File: src/rtl/pdw_pkg.sv
package pdw_pkg;
    localparam int CNT_W   = 8;
    localparam int SEL_W   = 2;
    localparam int STEP_W  = 4;
    localparam int SYNC_N  = 2;

    typedef struct packed {
        logic band;
        logic lng;
    } verdict_t;
endpackage

File: src/rtl/pdw_sync.sv
module pdw_sync #(
    parameter int STAGES = 2
) (
    input  logic clk_i,
    input  logic rst_ni,
    input  logic raw_i,
    output logic edge_o
);
    typedef struct packed {
        logic [STAGES:0] sh;
    } sync_st_t;

    sync_st_t st_d, st_q;

    always_comb begin
        st_d    = st_q;
        st_d.sh = {st_q.sh[STAGES-1:0], raw_i};
    end

    always_ff @(posedge clk_i or negedge rst_ni) begin
        if (!rst_ni) st_q <= '0;
        else         st_q <= st_d;
    end

    assign edge_o = st_q.sh[STAGES-1] ^ st_q.sh[STAGES];
endmodule

File: src/rtl/pdw_prescale.sv
module pdw_prescale #(
    parameter int SEL_W  = 2,
    parameter int STEP_W = 4
) (
    input  logic             clk_i,
    input  logic             rst_ni,
    input  logic [SEL_W-1:0] sel_i,
    output logic             tick_o
);
    localparam int NCODE = 2 ** SEL_W;
    localparam int PRE_W = STEP_W * (NCODE - 1);

    typedef struct packed {
        logic [PRE_W-1:0] cnt;
    } pre_st_t;

    pre_st_t          st_d, st_q;
    logic [NCODE-1:0] tick_opt;

    assign tick_opt[0] = 1'b1;
    for (genvar g = 1; g < NCODE; g++) begin : g_code
        assign tick_opt[g] = &st_q.cnt[STEP_W*g-1:0];
    end

    always_comb begin
        st_d     = st_q;
        st_d.cnt = st_q.cnt + 1'b1;
    end

    always_ff @(posedge clk_i or negedge rst_ni) begin
        if (!rst_ni) st_q <= '0;
        else         st_q <= st_d;
    end

    assign tick_o = tick_opt[sel_i];
endmodule

File: src/rtl/pdw_timer.sv
module pdw_timer #(
    parameter int CNT_W = 8
) (
    input  logic             clk_i,
    input  logic             rst_ni,
    input  logic             edge_i,
    input  logic             tick_i,
    input  logic [CNT_W-1:0] load_n_i,
    output logic             expired_o
);
    typedef struct packed {
        logic [CNT_W-1:0] cnt;
        logic             expired;
    } tmr_st_t;

    tmr_st_t st_d, st_q;

    always_comb begin
        st_d = st_q;
        if (edge_i) begin
            st_d.cnt     = ~load_n_i;
            st_d.expired = 1'b0;
        end else if (tick_i && !st_q.expired) begin
            st_d.cnt = st_q.cnt - 1'b1;
            if (st_q.cnt <= CNT_W'(1)) st_d.expired = 1'b1;
        end
    end

    always_ff @(posedge clk_i or negedge rst_ni) begin
        if (!rst_ni) begin
            st_q.cnt     <= '0;
            st_q.expired <= 1'b1;
        end else begin
            st_q <= st_d;
        end
    end

    assign expired_o = st_q.expired;
endmodule

File: src/rtl/pdw_band_filter.sv
module pdw_band_filter #(
    parameter int CNT_W  = pdw_pkg::CNT_W,
    parameter int SEL_W  = pdw_pkg::SEL_W,
    parameter int STEP_W = pdw_pkg::STEP_W,
    parameter int SYNC_N = pdw_pkg::SYNC_N
) (
    input  logic             clk_i,
    input  logic             rst_ni,
    input  logic             sig_i,
    input  logic [CNT_W-1:0] long_preset_n_i,
    input  logic [SEL_W-1:0] long_div_i,
    input  logic [CNT_W-1:0] short_preset_n_i,
    input  logic [SEL_W-1:0] short_div_i,
    output logic             band_o,
    output logic             long_o
);
    import pdw_pkg::verdict_t;

    localparam int NT = 2;

    logic                  sig_edge;
    logic [NT-1:0]         tick_w;
    logic [NT-1:0]         exp_w;
    logic [NT-1:0][CNT_W-1:0] load_n_w;
    logic [NT-1:0][SEL_W-1:0] div_w;

    assign load_n_w = {short_preset_n_i, long_preset_n_i};
    assign div_w    = {short_div_i, long_div_i};

    pdw_sync #(.STAGES(SYNC_N)) u_sync (
        .clk_i  (clk_i),
        .rst_ni (rst_ni),
        .raw_i  (sig_i),
        .edge_o (sig_edge)
    );

    for (genvar t = 0; t < NT; t++) begin : g_tmr
        pdw_prescale #(.SEL_W(SEL_W), .STEP_W(STEP_W)) u_pre (
            .clk_i  (clk_i),
            .rst_ni (rst_ni),
            .sel_i  (div_w[t]),
            .tick_o (tick_w[t])
        );
        pdw_timer #(.CNT_W(CNT_W)) u_tmr (
            .clk_i     (clk_i),
            .rst_ni    (rst_ni),
            .edge_i    (sig_edge),
            .tick_i    (tick_w[t]),
            .load_n_i  (load_n_w[t]),
            .expired_o (exp_w[t])
        );
    end

    verdict_t vd_d, vd_q;

    // index 0 = upper bound timer, index 1 = lower bound timer
    always_comb begin
        vd_d = vd_q;
        if (sig_edge) begin
            vd_d.lng  = ~exp_w[0];
            vd_d.band = ~exp_w[0] & exp_w[1];
        end
    end

    always_ff @(posedge clk_i or negedge rst_ni) begin
        if (!rst_ni) vd_q <= '0;
        else         vd_q <= vd_d;
    end

    assign band_o = vd_q.band;
    assign long_o = vd_q.lng;
endmodule

File: config.mk
export PLATFORM = sky130hd
export DESIGN_NAME = pdw_band_filter
export DESIGN_NICKNAME = d
export VERILOG_FILES = /design/src/rtl/pdw_pkg.sv /design/src/rtl/pdw_sync.sv /design/src/rtl/pdw_prescale.sv /design/src/rtl/pdw_timer.sv /design/src/rtl/pdw_band_filter.sv
export SDC_FILE = /design/constraint.sdc
export NUM_CORES = 1
export LEC_CHECK = 0
export ABC_AREA = 0
export BUFFER_PORTS_ARGS = -buffer_cell sky130_fd_sc_hd__buf_2
export CORE_ASPECT_RATIO = 1.75
export CORE_MARGIN = 2
export CORE_UTILIZATION = 60
export DETAILED_ROUTE_END_ITERATION = 7
export PLACE_DENSITY = 0.83
export RECOVER_POWER = 50
export REMOVE_ABC_BUFFERS = 1
export SETUP_SLACK_MARGIN = 0.02
export SKIP_CTS_REPAIR_TIMING = 1
export SYNTH_ARGS = -nofsm -noshare
export SYNTH_HDL_FRONTEND = slang
export SYNTH_SLANG_ARGS = --single-unit
File: constraint.sdc
create_clock -name clk_i -period 3.07 [get_ports clk_i]
set_input_delay 0.307 -clock clk_i [delete_from_list [all_inputs] [get_ports clk_i]]
set_output_delay 0.307 -clock clk_i [all_outputs]
set_load 0.005 [all_outputs]
# Yosys cells after proc, flatten, opt, wreduce, memory -nomap -nowiden

Cells that the tools add are included.

Add/subtract/negate cells: 4
Magnitude comparators: 4
Muxes and demuxes: 10
Bitwise operators: 5
Reduce and logical (&&, ||, !) cells: 16

Operators by type and width:

| cell                                                                             | count |
|---|---|
| 9-bit two-way mux                                                                | 4 |
| 12-bit by 1-bit adder with 12-bit output, second input constant                  | 2 |
| 12-bit AND reduction                                                             | 2 |
| 8-bit by 1-bit less-or-equal comparator with 1-bit output, second input constant | 2 |
| 8-bit NOT                                                                        | 2 |
| 8-bit AND reduction                                                              | 2 |
| 8-bit by 1-bit subtractor with 8-bit output, second input constant               | 2 |
| 4-bit AND reduction                                                              | 2 |
| 2-bit nonzero test                                                               | 4 |
| 2-bit by 3-bit < comparator with 1-bit output, second input constant             | 2 |
| 1-bit binary-select mux with 2-bit select                                        | 2 |
| 1-bit two-way mux                                                                | 4 |
| 2-bit AND reduction                                                              | 2 |
| 1-bit logical AND                                                                | 2 |
| 1-bit zero test                                                                  | 2 |
| 1-bit bitwise AND                                                                | 1 |
| 1-bit NOT                                                                        | 1 |
| 1-bit bitwise XOR                                                                | 1 |

Bits in registers: 47
Input port bits: 23
Output and inout port bits: 2
Word-level logic and storage cells: 48

# Logic depth before layout (Yosys ltp)

Gate-level depths: netlist of run 1.

Depth in word-level cells: 6
Depth in mapped cells: 8
Gate-level depth less buffers: 7

# Modules after synthesis

A second synthesis of run 1 with hierarchy kept.

Cell total of the unflattened synthesis: 205
Area total of the unflattened synthesis: 2288.4 µm²

By module, submodules not included:

| module          | times used | cells each | area each (µm²) | seq. area each (µm²) |
|---|---|---|---|---|
| pdw_timer       | 2          | 51         | 533.0           | 226.5 |
| pdw_prescale    | 2          | 46         | 529.3           | 300.3 |
| pdw_sync        | 1          | 4          | 83.8            | 75.1 |
| pdw_band_filter | 1          | 7          | 80.1            | 50.0 |

# Worst setup path after synthesis of run 1

Ideal clock, no wire load.

Path kind: register to register
Start point: register g_tmr[0].u_pre.st_q[0] (netlist bit)
End point: register g_tmr[0].u_tmr.st_q[7] (netlist bit)
Library setup time: 124 ps
Data arrival time: 1932 ps
Data required time: 2946 ps
Slack: 1014 ps
Stages on the path, launching flop included: 9
Buffers on the path: 2
Period minus slack after synthesis: 2056 ps
Path through: dfrtp_1 > ha_1 > nand3_1 > or2_1 > buf_2 > o31a_1 > buf_6 > o31a_1 > o31a_1

Word-level cells in the longest chain between the ends: 5
Elaborated cells on any way between the ends: 7
Classes of those cells: mux: 2; reduce/logical: 5

Ends and longest elaborated chain:

| item                                               | RTL line           | source |
|---|---|---|
| start, declared                                    | pdw_prescale.sv:17 | `pre_st_t st_d, st_q;` |
| start signal, assigned                             | pdw_prescale.sv:32 | `else st_q <= st_d;` |
| 12-bit AND reduction, or another cell as far along | pdw_prescale.sv:22 | `assign tick_opt[g] = &st_q.cnt[STEP_W*g-1:0];` |
| 1-bit binary-select mux with 2-bit select *        | pdw_prescale.sv:35 | `assign tick_o = tick_opt[sel_i];` |
| 1-bit two-way mux (implied by the code) *          | pdw_prescale.sv:35 |  |
| 1-bit logical AND *                                | pdw_timer.sv:23    | `end else if (tick_i && !st_q.expired) begin` |
| 2-bit nonzero test (no source line) *              | -                  |  |
| end signal, assigned                               | pdw_timer.sv:34    | `st_q <= st_d;` |
| end, declared                                      | pdw_timer.sv:16    | `tmr_st_t st_d, st_q;` |

Mark *: on every way between the ends. The rest lies on a longest branch, timed or not. The select of a mux whose other input is x is not followed.
A chain may end at the register's enable or synchronous reset.

# Worst setup path in the final report of run 1

Start point: register g_tmr[0].u_pre.st_q[0] (netlist bit)
End point: register g_tmr[0].u_tmr.st_q[4] (netlist bit)

Same word-level chain as after synthesis.

==> parameters.txt, run 1 <==
Parameter                              Value

Outcome
  Result of the run ... complete, but fails checks
  Violations in the final reports ... max-capacitance violations, max-slew violations

CTS
  Number of buffers inserted during clock tree synthesis ... 5
  H-tree lvl count ... 2
  Maximum count of clock buffers along a single path ... 2
  Master cell of the clock root buffer ... sky130_fd_sc_hd__clkbuf_8
  Clk_lat worst skew ... 0.30 ns
  Clock transition at the registers of the reported paths ... 0.09 ns
  TritonCTS clock tree ... yes
  Clock tree sinks ... 47

Synth
  Post-synthesis instance area ... 0.00226 mm²
  Cell type with the largest total area after synthesis ... sky130_fd_sc_hd__dfrtp_1
  EDFF count, synth ... 0
  Async S/R FF share, synth ... 100%
  Synthesis warning total ... 0
  Sequential area share after synthesis ... 52.1%
  Gate Count Post-Synth ... 214
  Synth Area per Inst ... 10.6 µm²
  Synth top area cells ... sky130_fd_sc_hd__dfrtp_1 (50%), sky130_fd_sc_hd__xor2_1 (5.4%), sky130_fd_sc_hd__xnor2_1 (5.0%)
  Count of distinct cell types in the synthesized netlist ... 40
  Area share of the largest cell type after synthesis ... 49.8%
  Dominant register cell in the synthesized netlist ... sky130_fd_sc_hd__dfrtp_1
  FF+latch count, synth ... 47

Place
  Final HPWL DP ... 3060 µm
  Number of cells in the design after placement ... 281
  Setup slack at placement ... 0.827 ns
  Port Buffers ... 24
  Final weighted congestion of routability-driven global placement ... 0.848

Power and ir drop
  Peak supply drop ... 422 µV
  Leak ... 1.16 nW
  Total power density per cell area ... 497 mW/mm²
  Final Power ... 1.25 mW

Global route
  Overflow after GRT ... 0
  Number of global-route vias before repair ... 1773
  Total routing resource utilization after global routing ... 23.3%
  Initial antenna violation count ... 0
  Pin count of the biggest net entering global routing ... 48
  Global-route wire length before repair ... 7580 µm

Finish
  Fraction of final layout cells sized beyond drive strength 1 ... 14.0%
  Filler cell count in the final layout ... 297
  Number of nets in the finished design ... 271
  Post-Layout Cell Count ... 289
  Number of antenna repair diodes ... 0
  Synth-to-layout area growth ... 11.4%

Floorplan
  Core outline area ... 0.00363 mm²
  Placement row count ... 29
  Boundary pin count ... 25
  Die Area ... 0.00430 mm²
  Initial Utilization ... 62.4%
  Chip Width ... 50.4 µm
  Die outline height ... 85.3 µm

STA
  Final setup violating endpoints ... 0
  Fin Setup TNS ... 0 ns
  Post-route worst setup slack ... 0.799 ns
  Final Hold Fails ... 0
  Min Clock Period, post-route ... 2.27 ns
  Unrepaired setup endpoints after global routing ... no
  Minimum hold slack ... 0.108 ns
  Worst-margin pin slew ... 2.46 ns
  Final clock period utilization by the worst path ... 74.0%
  Achievable clock frequency ... 0.440 GHz
  Max transition margin ... -63.7%
  Number of pins exceeding their max-slew limit in the final report ... 48
  Setup skew after layout ... 0.0136 ns

Worst setup path
  Setup crit start kind ... flip-flop
  Launch point of the worst reg-to-reg path ... g_tmr[0].u_pre.st_q[0]
  Endpoint class of the critical path ... flip-flop
  Worst EP arrival ... 2.50 ns
  Largest fanout on the critical path ... 13
  Worst setup path startpoint ... g_tmr[0].u_pre.st_q[0]
  Worst Path Class, Setup ... reg -> reg
  CP Data Required Time ... 3.30 ns

Routing
  DR top layer ... met4
  Residual DRC count ... 0
  Post-Route WL ... 4230 µm
  Post-Route M1 WL ... 1700 µm
  Overall via count from detail_route ... 1710
  Number of optimization iterations in the first detailed-route pass ... 4
  Met3 wirelength from detailed routing ... 114 µm
  Number of nets with antenna violations after routing ... 0
  Wire length per cell after detailed routing ... 14.6 µm
  Iteration-0 DRC Markers ... 28
  Sum of met2 wire segment lengths after detailed routing ... 2320 µm
  Post-detailed-route via-to-cell ratio ... 5.92

Min path
  Worst hold start ... sig_i
  Type of the most critical hold path ... in -> reg

Job
  Max_cap viols ... 1
==> cell usage after synthesis (2+ instances only) <==
master / instances
sky130_fd_sc_hd__o31a_1: 5
sky130_fd_sc_hd__o21ai_0: 7
sky130_fd_sc_hd__xnor2_1: 13
sky130_fd_sc_hd__and2_1: 5
sky130_fd_sc_hd__dfrtp_1: 45
sky130_fd_sc_hd__nand4_1: 5
sky130_fd_sc_hd__xor2_1: 14
sky130_fd_sc_hd__or2_1: 2
sky130_fd_sc_hd__nand2_1: 15
sky130_fd_sc_hd__a311oi_1: 2
sky130_fd_sc_hd__inv_1: 11
sky130_fd_sc_hd__o31ai_1: 3
sky130_fd_sc_hd__nor4_1: 3
sky130_fd_sc_hd__ha_1: 6
sky130_fd_sc_hd__dfstp_2: 2
sky130_fd_sc_hd__and4_1: 3
sky130_fd_sc_hd__o21a_1: 2
sky130_fd_sc_hd__nor2_1: 19
sky130_fd_sc_hd__mux2i_1: 5
sky130_fd_sc_hd__a21oi_1: 4
sky130_fd_sc_hd__nor3_1: 4
sky130_fd_sc_hd__or3_1: 3
sky130_fd_sc_hd__clkbuf_1: 3
sky130_fd_sc_hd__nand3_1: 8
sky130_fd_sc_hd__or4_1: 4
sky130_fd_sc_hd__a211oi_1: 3
sky130_fd_sc_hd__a31oi_1: 5
==> power breakdown <==
group	switching, mW	total [mW]	internal, mW
logic	0.0980	0.174	0.0755
clock network	0.205	0.389	0.185
registers	0.0342	0.691	0.657
total	0.337	1.25	0.917
==> routing by layer <==
layer	GRT usage, %	vias up
met5	0	-
met4	10.1	0
met3	4.93	8
met2	41.3	26
met1	26.3	857
li1	-	819
==> state kept, by name, summed over array words and instances, names as in the netlist <==
register               cells
g_tmr.u_pre.st_q          24
g_tmr.u_tmr.st_q          16
u_sync.st_q                3
g_tmr.u_tmr.expired_o      2
band_o                     1
long_o                     1
==> path summary, 6_finish.rpt <==
| path | to | slack [ns] | cells after the start |
|---|---|---|---|
| min | u_sync.st_q[0] | 0.11 | 1 |
| max | g_tmr[0].u_tmr.st_q[4] | 0.80 | 6 |
| max reg2reg | g_tmr[0].u_tmr.st_q[4] | 0.80 | 6 |
| min reg2reg | u_sync.st_q[1] | 0.38 | 0 |
| max in group asynchronous | g_tmr[1].u_tmr.st_q[5] | 0.92 | 1 |
| min in group asynchronous | g_tmr[0].u_pre.st_q[5] | 0.75 | 1 |
==> kinds of logic after synthesis <==
group	Yosys count	synth area share (%)
XOR/XNOR	27	10.4
AO/OA/AOI/OAI	38	11.8
adder cells (fa/ha/maj)	6	3.32
buffers and inverters	16	3.04
multiplexers	5	2.21
AND/OR/NAND/NOR	75	17.1
flip-flops	47	52.1
==> cell type report <==
type,count,area (µm²),share of cell area (%)
Tap cell,46,57.6,2.28
Inverter,11,41.3,1.64
Clock buffer,7,86.3,3.42
Multi-Input combinational cell,151,1020,40.3
Clock inverter,1,8.76,0.347
Timing Repair Buffer,26,134,5.31
Sequential cell,47,1180,46.7
==> through the flow <==
| step | cell area, µm² | utilization, % |
|---|---|---|
| 2_1_floorplan | 2240 | - |
| 3_3_place_gp | 2430 | 66.9 |
| 3_5_place_dp | 2430 | 66.9 |
| 4_1_cts | 2520 | 69.6 |
| 5_1_grt | 2520 | 69.5 |
| 6_report | 2520 | 69.5 |
==> cells in the final DEF, fill, tap and decap left out, types with 4 or more instances in the layout <==
master / synthesis / routed
sky130_fd_sc_hd__dfrtp_1: 45 / 45
sky130_fd_sc_hd__buf_2: 1 / 23
sky130_fd_sc_hd__nor2_1: 19 / 19
sky130_fd_sc_hd__nand2_1: 15 / 15
sky130_fd_sc_hd__xor2_1: 14 / 14
sky130_fd_sc_hd__xnor2_1: 13 / 13
sky130_fd_sc_hd__inv_1: 11 / 11
sky130_fd_sc_hd__nand3_1: 8 / 8
sky130_fd_sc_hd__o21ai_0: 7 / 7
sky130_fd_sc_hd__ha_1: 6 / 6
sky130_fd_sc_hd__clkbuf_8: 0 / 6
sky130_fd_sc_hd__nand4_1: 5 / 5
sky130_fd_sc_hd__mux2i_1: 5 / 5
sky130_fd_sc_hd__a31oi_1: 5 / 5
sky130_fd_sc_hd__o31a_1: 5 / 5
sky130_fd_sc_hd__and2_1: 5 / 5
sky130_fd_sc_hd__nor3_1: 4 / 4
sky130_fd_sc_hd__a21oi_1: 4 / 4
sky130_fd_sc_hd__or4_1: 4 / 4
==> critical path: stages, from the launching register on <==
cell	delay, ns
sky130_fd_sc_hd__dfrtp_1	0.40
sky130_fd_sc_hd__ha_1	0.19
sky130_fd_sc_hd__nand3_1	0.18
sky130_fd_sc_hd__or2_1	0.33
sky130_fd_sc_hd__o31a_1	0.44
sky130_fd_sc_hd__or4_1	0.50
sky130_fd_sc_hd__a31oi_1	0.17
Note: power is estimated with default switching activity, not from simulation.
==> run 2: changes to the inputs <==
--- a/config.mk
+++ b/config.mk
@@ -9,9 +9,9 @@
 export BUFFER_PORTS_ARGS = -buffer_cell sky130_fd_sc_hd__buf_2
 export CORE_ASPECT_RATIO = 1.75
 export CORE_MARGIN = 2
-export CORE_UTILIZATION = 60
+export CORE_UTILIZATION = 57
 export DETAILED_ROUTE_END_ITERATION = 7
-export PLACE_DENSITY = 0.83
+export PLACE_DENSITY = 0.8
 export RECOVER_POWER = 50
 export REMOVE_ABC_BUFFERS = 1
 export SETUP_SLACK_MARGIN = 0.02
==> constraint.sdc (replaced) <==
create_clock -name clk_i -period 2.4 [get_ports clk_i]
set_input_delay 0.24 -clock clk_i [delete_from_list [all_inputs] [get_ports clk_i]]
set_output_delay 0.24 -clock clk_i [all_outputs]
set_load 0.005 [all_outputs]
==> parameters.txt, run 2 (synthesis results as in run 1) <==
Parameter                              Value

Outcome
  Result of the run ... finished, final reports clean

Power and ir drop
  Internal power contribution ... 1.15 mW (+25%)
  Combinational cell fraction of total power ... 14.0% (+0.2 points)
  Net Sw Power ... 0.441 mW (+31%)
  Proportion of power drawn by flip-flops and latches ... 55.6% (+0.5 points)
  Sw frac ... 27.8% (+0.92 points)
  Final Power ... 1.59 mW (+27%)
  Leak ... 1.15 nW (-0.12%)
  Clock share of power ... 30.5% (-0.5 points)
  Peak supply drop ... 802 µV (+90%)
  Total power density per cell area ... 624 mW/mm² (+26%)

Worst setup path
  Worst EP arrival ... 2.35 ns (-0.15 ns)
  Endpoint class of the critical path ... flip-flop
  Worst setup path startpoint ... g_tmr[0].u_pre.st_q[0]
  Worst Path Class, Setup ... reg -> reg
  Setup crit start kind ... flip-flop
  CP Data Required Time ... 2.63 ns (-0.67 ns)
  Setup slack of the worst register-to-register path ... 0.28 ns (-0.52 ns)
  Largest fanout on the critical path ... 13 (unchanged)
  Critical register-to-register path endpoint ... g_tmr[0].u_tmr.st_q[4]
  Launch point of the worst reg-to-reg path ... g_tmr[0].u_pre.st_q[0]
  Number of cells traversed by the worst register-to-register path ... 6 (unchanged)
  Worst setup path endpoint ... g_tmr[0].u_tmr.st_q[4]

Finish
  Largest registers ... g_tmr.u_pre.st_q: 24 flops, g_tmr.u_tmr.st_q: 16 flops, u_sync.st_q: 3 flops
  Post-route cell area ... 0.00254 mm² (+0.84%)
  Filler cell count in the final layout ... 326 (+9.8%)
  Register ranked first by flip-flop count ... g_tmr.u_pre.st_q
  Sequential Area ... 0.00118 mm² (unchanged)
  Fraction of final layout cells sized beyond drive strength 1 ... 14.2% (+0.18 points)
  Number of antenna repair diodes ... 0 (unchanged)
  Number of nets in the finished design ... 275 (+1.5%)
  Most used cells in the layout excluding fill and tap cells ... sky130_fd_sc_hd__dfrtp_1 (45), sky130_fd_sc_hd__buf_2 (22), sky130_fd_sc_hd__nor2_1 (19)
  Synth-to-layout area growth ... 12.4%
  Multi-input gate area in the final layout ... 0.00102 mm² (unchanged)
  Most frequent standard cell in the layout excluding fill and tap cells ... sky130_fd_sc_hd__dfrtp_1
  Flip-flop count of the largest register, all copies and words added ... 24 (unchanged)
  Post-Route Utilization ... 66.4% (-3.1 points)
  Post-Layout Cell Count ... 295 (+2.1%)

Min path
  Type of the most critical hold path ... in -> reg

STA
  Post-route worst setup slack ... 0.280 ns (-0.519 ns)
  Minimum hold slack ... 0.0415 ns (-0.0669 ns)
  Final setup violating endpoints ... 0 (unchanged)
  Number of pins exceeding their max-slew limit in the final report ... 0 (-100%)
  Final Hold Fails ... 0 (unchanged)
  Final clock period utilization by the worst path ... 88.3% (+14 points)
  Max transition margin ... 42.9% (+110 points)
  Achievable clock frequency ... 0.472 GHz (+7.1%)
  Setup skew after layout ... 0.00537 ns (-0.00818 ns)
  Fin Setup TNS ... 0 ns (unchanged)
  Worst-margin pin slew ... 0.856 ns (-1.60 ns)
  Min Clock Period, post-route ... 2.12 ns (-0.151 ns)
  Unrepaired setup endpoints after global routing ... no

Floorplan
  Chip Width ... 51.6 µm (+2.4%)
  Boundary pin count ... 25 (unchanged)
  Core outline area ... 0.00383 mm² (+5.5%)
  Die Area ... 0.00451 mm² (+4.9%)
  Placement row count ... 30 (+3.4%)
  Die outline height ... 87.4 µm (+2.5%)
  Initial Utilization ... 59.1% (-3.3 points)

Place
  Number of cells in the design after placement ... 286 (+1.8%)
  Final HPWL DP ... 3120 µm (+2.1%)
  Cell area after placement ... 0.00245 mm² (+1.0%)
  Setup slack at placement ... 0.287 ns (-0.539 ns)
  Final weighted congestion of routability-driven global placement ... 0.739 (-13%)
  Port Buffers ... 24 (unchanged)

Routing
  Post-detailed-route via-to-cell ratio ... 5.66 (-4.4%)
  Residual DRC count ... 0 (unchanged)
  Wire length per cell after detailed routing ... 14.3 µm (-2.1%)
  Number of optimization iterations in the first detailed-route pass ... 4 (unchanged)
  Iteration-0 DRC Markers ... 12 (-57%)
  Post-Route WL ... 4230 µm (-0.12%)
  Overall via count from detail_route ... 1669 (-2.4%)
  Number of nets with antenna violations after routing ... 0 (unchanged)

CTS
  H-tree lvl count ... 2 (unchanged)
  Clock transition at the registers of the reported paths ... 0.09 ns (about the same)
  Clock tree sinks ... 47 (unchanged)
  Clk_lat worst skew ... 0.30 ns (about the same)
  Number of buffers inserted during clock tree synthesis ... 5 (unchanged)
  Maximum count of clock buffers along a single path ... 2 (unchanged)
  TritonCTS clock tree ... yes
  Master cell of the clock root buffer ... sky130_fd_sc_hd__clkbuf_8

Global route
  Total routing resource utilization after global routing ... 20.9% (-2.3 points)
  Pin count of the biggest net entering global routing ... 37 (-23%)
  Overflow after GRT ... 0 (unchanged)
  Initial antenna violation count ... 0 (unchanged)
  Number of global-route vias before repair ... 1635 (-7.8%)
  Global-route wire length before repair ... 6890 µm (-9.1%)

Job
  Max_cap viols ... 0 (-1)
run 2: per-layer routing:
layer,global-route usage (%),part of all wire (%),vias to the layer above
met5,0,0,-
met4,9.57,2.0,0
met3,5.33,3.6,9
met2,38.0,54,36
met1,21.9,40,799
li1,-,-,825
run 2: critical path, stage by stage (launching register included):
cell                      delay (ns)
sky130_fd_sc_hd__dfrtp_1        0.40
sky130_fd_sc_hd__ha_1           0.20
sky130_fd_sc_hd__nand3_1        0.08
sky130_fd_sc_hd__or2_1          0.27
sky130_fd_sc_hd__o31a_1         0.43
sky130_fd_sc_hd__or4_1          0.50
sky130_fd_sc_hd__a31oi_1        0.16
run 2: worst min-delay path by stage:
stage,cells after the start,slack (ns),to,from
after floorplan,0,-0.06,band_o,rst_ni
after global placement,1,0.14,g_tmr[0].u_pre.st_q[11],rst_ni
after detailed placement,1,0.14,g_tmr[0].u_pre.st_q[11],rst_ni
after CTS,1,-0.20,g_tmr[0].u_pre.st_q[11],rst_ni
after global routing,1,0.02,u_sync.st_q[0],sig_i
final,1,0.04,u_sync.st_q[0],sig_i
run 2: cell type report:
cell class,instances,area share (%)
Clock inverter,3,0.935
Inverter,11,1.62
Clock buffer,5,2.71
Tap cell,48,2.36
Timing Repair Buffer,30,6.10
Sequential cell,47,46.3
Multi-Input combinational cell,151,39.9
run 2: power by group through the flow:
| stage | registers, mW | clock network (mW) | logic [mW] |
|---|---|---|---|
| after floorplan | 0.885 | 0 | 0.148 |
| after global placement | 0.895 | 0 | 0.215 |
| after detailed placement | 0.897 | 0 | 0.223 |
| after CTS | 0.881 | 0.500 | 0.225 |
| after global routing | 0.888 | 0.526 | 0.254 |
| final | 0.883 | 0.484 | 0.222 |
